--- config.mk ---
export PLATFORM = sky130hd
export DESIGN_NAME = comma_deser
export DESIGN_NICKNAME = d
export VERILOG_FILES = /design/src/rtl/cdes_pkg.sv /design/src/rtl/cdes_ctrl.sv /design/src/rtl/cdes_datapath.sv /design/src/rtl/comma_deser.sv
export SDC_FILE = /design/constraint.sdc
export NUM_CORES = 1
export LEC_CHECK = 0
export ABC_CLOCK_PERIOD_IN_PS = 4900
export BUFFER_PORTS_ARGS = -buffer_cell sky130_fd_sc_hd__buf_4
export CAP_MARGIN = 25
export CORE_MARGIN = 2
export CORE_UTILIZATION = 56
export DETAILED_ROUTE_END_ITERATION = 12
export PLACE_DENSITY_LB_ADDON = 0.08
export SLEW_MARGIN = 25
export SYNTH_ARGS = -nofsm -noshare
export SYNTH_HDL_FRONTEND = slang
export SYNTH_HIERARCHICAL = 1
export SYNTH_SLANG_ARGS = --single-unit
--- constraint.sdc ---
create_clock -name clk -period 4.9 [get_ports clk]
set_input_delay 0.49 -clock clk [delete_from_list [all_inputs] [get_ports clk]]
set_output_delay 0.49 -clock clk [all_outputs]
set_load 0.03 [all_outputs]
--- src/rtl/cdes_pkg.sv ---
package cdes_pkg;
  // Strobes the control sends to the datapath each cycle.
  typedef struct packed {
    logic shift;    // take bitIn into the window
    logic emit;     // group complete, register the word
    logic realign;  // marker seen, restart the group
  } ctrlStrobes_t;
endpackage

--- src/rtl/cdes_ctrl.sv ---
module cdes_ctrl
  import cdes_pkg::*;
#(
  parameter int GROUP_W = 10,
  parameter int MARK_W  = 7,
  parameter logic [MARK_W-1:0] MARK = 7'b1111100
) (
  input  logic              clk,
  input  logic              rstN,
  input  logic              bitIn,
  input  logic              bitValid,
  input  logic              alignEn,
  input  logic [MARK_W-2:0] winUpper,
  output ctrlStrobes_t      strobes
);
  localparam int CW = $clog2(GROUP_W);
  localparam logic [CW-1:0] LAST_POS = CW'(GROUP_W - 1);
  localparam logic [CW-1:0] MARK_POS = CW'(MARK_W);

  logic [CW-1:0] bitCnt;
  logic          markHit;

  // The newest bit plus the upper window bits form the last MARK_W bits taken.
  assign markHit = alignEn && ({bitIn, winUpper} == MARK);

  always_comb begin
    strobes.shift   = bitValid;
    strobes.realign = bitValid && markHit;
    strobes.emit    = bitValid && !markHit && (bitCnt == LAST_POS);
  end

  always_ff @(posedge clk) begin
    if (!rstN)                bitCnt <= '0;
    else if (strobes.realign) bitCnt <= MARK_POS;
    else if (strobes.emit)    bitCnt <= '0;
    else if (strobes.shift)   bitCnt <= bitCnt + 1'b1;
  end
endmodule

--- src/rtl/cdes_datapath.sv ---
module cdes_datapath
  import cdes_pkg::*;
#(
  parameter int GROUP_W = 10,
  parameter int MARK_W  = 7,
  parameter logic [MARK_W-1:0] MARK = 7'b1111100
) (
  input  logic               clk,
  input  logic               rstN,
  input  logic               bitIn,
  input  logic               alignEn,
  input  logic               sigDet,
  input  ctrlStrobes_t       strobes,
  output logic [MARK_W-2:0]  winUpper,
  output logic [GROUP_W-1:0] cgOut,
  output logic               cgValid,
  output logic               markFound
);
  logic [GROUP_W-1:0] window;
  logic [GROUP_W-1:0] nextWin;
  logic [GROUP_W-1:0] gatedWord;

  // Serial order is LSB first: new bits enter at the top and move downward.
  assign nextWin   = {bitIn, window[GROUP_W-1:1]};
  assign gatedWord = sigDet ? nextWin : '1;
  assign winUpper  = window[GROUP_W-1 -: (MARK_W-1)];

  always_ff @(posedge clk) begin
    if (!rstN) begin
      window    <= '0;
      cgOut     <= '0;
      cgValid   <= 1'b0;
      markFound <= 1'b0;
    end else begin
      if (strobes.shift) window <= nextWin;
      if (strobes.emit)  cgOut  <= gatedWord;
      cgValid   <= strobes.emit;
      markFound <= strobes.emit && alignEn && (gatedWord[MARK_W-1:0] == MARK);
    end
  end
endmodule

--- src/rtl/comma_deser.sv ---
module comma_deser
  import cdes_pkg::*;
#(
  parameter int GROUP_W = 10,
  parameter int MARK_W  = 7,
  parameter logic [MARK_W-1:0] MARK = 7'b1111100
) (
  input  logic               clk,
  input  logic               rstN,
  input  logic               bitIn,
  input  logic               bitValid,
  input  logic               alignEn,
  input  logic               sigDet,
  output logic [GROUP_W-1:0] cgOut,
  output logic               cgValid,
  output logic               markFound
);
  ctrlStrobes_t      strobes;
  logic [MARK_W-2:0] winUpper;

  cdes_ctrl #(.GROUP_W(GROUP_W), .MARK_W(MARK_W), .MARK(MARK)) u_ctrl (
    .clk(clk), .rstN(rstN), .bitIn(bitIn), .bitValid(bitValid),
    .alignEn(alignEn), .winUpper(winUpper), .strobes(strobes)
  );

  cdes_datapath #(.GROUP_W(GROUP_W), .MARK_W(MARK_W), .MARK(MARK)) u_dp (
    .clk(clk), .rstN(rstN), .bitIn(bitIn), .alignEn(alignEn), .sigDet(sigDet),
    .strobes(strobes), .winUpper(winUpper), .cgOut(cgOut),
    .cgValid(cgValid), .markFound(markFound)
  );
endmodule

==> results.cfg <==
[clocking]
ctsResizeCount = 0
cts-hold-fix-buffers = 0
htreeDepth = 1
clkLatencyLatePin_ns = 0.31
cts_buffers = 3
cts.path.max_buffers = 2
post_cts_buffers = 0
cts_root_buf = clkbuf_4
clk_pin_slew_worst_paths_ns = 0.13
cts_tree = yes
clkSinkCount = 25

[route]
first_pass_iters = 4
viasPerCell = 5.07
drt_drc_violations_left = 0
vias = 761
drtIter0Drc = 26
wirelength_mm = 1.84
wl_per_cell_um = 12.3
drtAntennaViolNets = 0

[logic_synthesis]
synthCells = 115
syn_area_per_cell_um2 = 9.72
syn-cell-area_um2 = 1120
yosys_register_bits = 25
synth_top_family_by_area = simple AND/OR/NAND/NOR gates
synth_xor_area_share_pct = 0.784
synth_nets = 123
yosys.area_share.simple_pct = 17.5
yosys_warnings = 6
synth.area.mux_share_pct = 8.06
yosysUniqueCellTypes = 28
yosysSeqAreaShare_pct = 44.8
synth_compound_area_share_pct = 14.1
synth_fa_ha_area_share_pct = 2.24

[worst_hold_path]
min_path_type = primary input to flop
hold_end = u_dp/cgOut[7]$_SDFFE_PN0P_
min_from = sigDet
hold_depth = 2

[critical_path]
r2r_end = u_dp/markFound$_SDFF_PN0_
r2r_slack_ns = 2.72
worstSetupEndpointType = flop
crit_slowest_cell = nor3b_2
path_max_fanout = 20
crit_chain = nand4bb_1 > or2_1 > nor3b_2 > nand2_2 > nor4_2
arrival_ns = 2.40
worstPathRequired_ns = 5.12
path_class = flop to flop
critical_path.top_delay_family = simple AND/OR/NAND/NOR gates
r2r-start = u_dp/window[5]$_SDFFE_PN0P_
reg2regPathDepth = 5
path_buf_inv = 0
worst_setup_path_start_kind = flop
cp_slowest_stage_delay_ns = 0.79

[grt]
grt_max_degree = 25
grt_pass1_vias = 659
antenna_found_initial = 0
track_usage_pct = 16.8
grt_pass1_wl_mm = 3.17
grt_overflow = 0

[timing]
hold_violations = 0
max-slew-margin-rel_pct = 35.5
worst_pin_slew_ns = 0.963
drv_slew = 0
max_freq_ghz = 0.459
clock_skew_ns = 0.00242
timing.setup.tns_ns = 0
post-route-min-period_ns = 2.18
rsz0062_at_grt = false
finalCritPeriodShare_pct = 44.4
worst_slack_ns = 2.72
setup-violations-final = 0

[floorplan]
dieArea_um2 = 2370
die_w_um = 48.7
start_util_pct = 58.1
row_count = 16
core_um2 = 1920
die_h_um = 48.7
boundaryPins = 18

[finish]
nFillCells = 179
mostFrequentLayoutCells = dfxtp_1 (25), buf_4 (17), inv_1 (12)
drive_above_1_share_pct = 20.3
layout.cells.non_filler = 150
utilization_pct = 63.2
finalNetCount = 132
layout_commonest_cell = dfxtp_1
synthToLayoutAreaGrowth_pct = 8.73
diodes = 0

[place]
dp_slack_ns = 2.63
gp_congestion = 0.790
portBuffers = 17
dp_cells = 146

[pwr]
cellLeakagePower_nw = 0.494
power_density_nw_per_um2 = 262
irDropWorstVdd_mv = 0.175

[run_status]
outcome = finished, final reports clean

[flow_run]
maxCapViolations = 0
[registers in the layout, summed over array words and instances (netlist names)]
signal	count
u_dp/cgOut	10
u_dp/window	9
u_ctrl/bitCnt	4
u_dp/cgValid	1
u_dp/markFound	1
[where the power goes]
part	internal, mW	leakage [nW]	total, mW	switching, mW
Sequential	0.206	0.202	0.209	0.00295
Combinational	0.00968	0.276	0.0202	0.0105
Clock	0.0317	0.0150	0.0892	0.0575
Total	0.247	0.494	0.318	0.0710
[synth_stat cells (all sizes together)]
library cell | n | area [um2]
dfxtp | 25 | 500
buf | 12 | 91.3
inv | 12 | 45.0
o21ai | 11 | 55.1
a31oi | 10 | 62.6
nor2b | 10 | 70.1
mux2i | 9 | 90.1
nand2 | 3 | 13.8
nand4 | 3 | 18.8
a211oi | 2 | 15.0
ha | 2 | 25.0
nand2b | 2 | 12.5
nand3b | 2 | 15.0
nand4bb | 2 | 22.5
and2 | 1 | 6.26
clkbuf | 1 | 3.75
nor3 | 1 | 10.0
nor3b | 1 | 7.51
nor4 | 1 | 12.5
o211a | 1 | 10.0
o22ai | 1 | 6.26
o31a | 1 | 8.76
or2 | 1 | 6.26
xor2 | 1 | 8.76
[routing by layer]
layer	part of all wire, %	GRT usage [%]	vias to the layer above
met5	0	0	-
met3	5.7	3.40	0
met1	52	26.3	338
met4	0	5.71	0
met2	42	22.8	19
li1	-	-	404
[through the flow]
step	hold WS [ns]	power (mW)	cell area, um2
after global placement	0.466	0.233	1190
final	0.442	0.318	1210
after global routing	0.425	0.334	1210
after detailed placement	0.469	0.233	1190
after CTS	0.435	0.321	1210
after floorplan	0.450	0.230	1120
[worst max path at each step]
stage	startpoint	endpoint	cells after the start	slack, ns
3_5_place_dp	bitIn	u_dp/markFound$_SDFF_PN0_	6	2.63
6_report	u_dp/window[5]$_SDFFE_PN0P_	u_dp/markFound$_SDFF_PN0_	5	2.72
2_1_floorplan	u_dp/window[5]$_SDFFE_PN0P_	u_dp/markFound$_SDFF_PN0_	7	3.35
4_1_cts	u_dp/window[5]$_SDFFE_PN0P_	u_dp/markFound$_SDFF_PN0_	5	2.73
3_3_place_gp	bitIn	u_dp/markFound$_SDFF_PN0_	6	2.76
5_1_grt	u_ctrl/bitCnt[0]$_SDFFE_PN0P_	u_dp/markFound$_SDFF_PN0_	5	2.57
[final cells by class]
cell class | instances | area [um2] | share of cell area [%]
sequential | 25 | 500 | 41.2
tap | 27 | 33.8 | 2.78
inverter | 12 | 45.0 | 3.71
multi-input combinational | 65 | 482 | 39.6
clock buffer | 4 | 26.3 | 2.16
timing repair buffer | 17 | 128 | 10.5
[kinds of logic (layout without fill, tap and decap cells)]
| logic type | Yosys count | count (layout) |
|---|---|---|
| AND/OR/NAND/NOR | 27 | 27 |
| multiplexers | 9 | 9 |
| AO/OA/AOI/OAI | 26 | 26 |
| adder cells (fa/ha/maj) | 2 | 2 |
| buffers and inverters | 25 | 33 |
| XOR/XNOR | 1 | 1 |
| flip-flops | 25 | 25 |
Note: power is estimated with default switching activity, not from simulation.
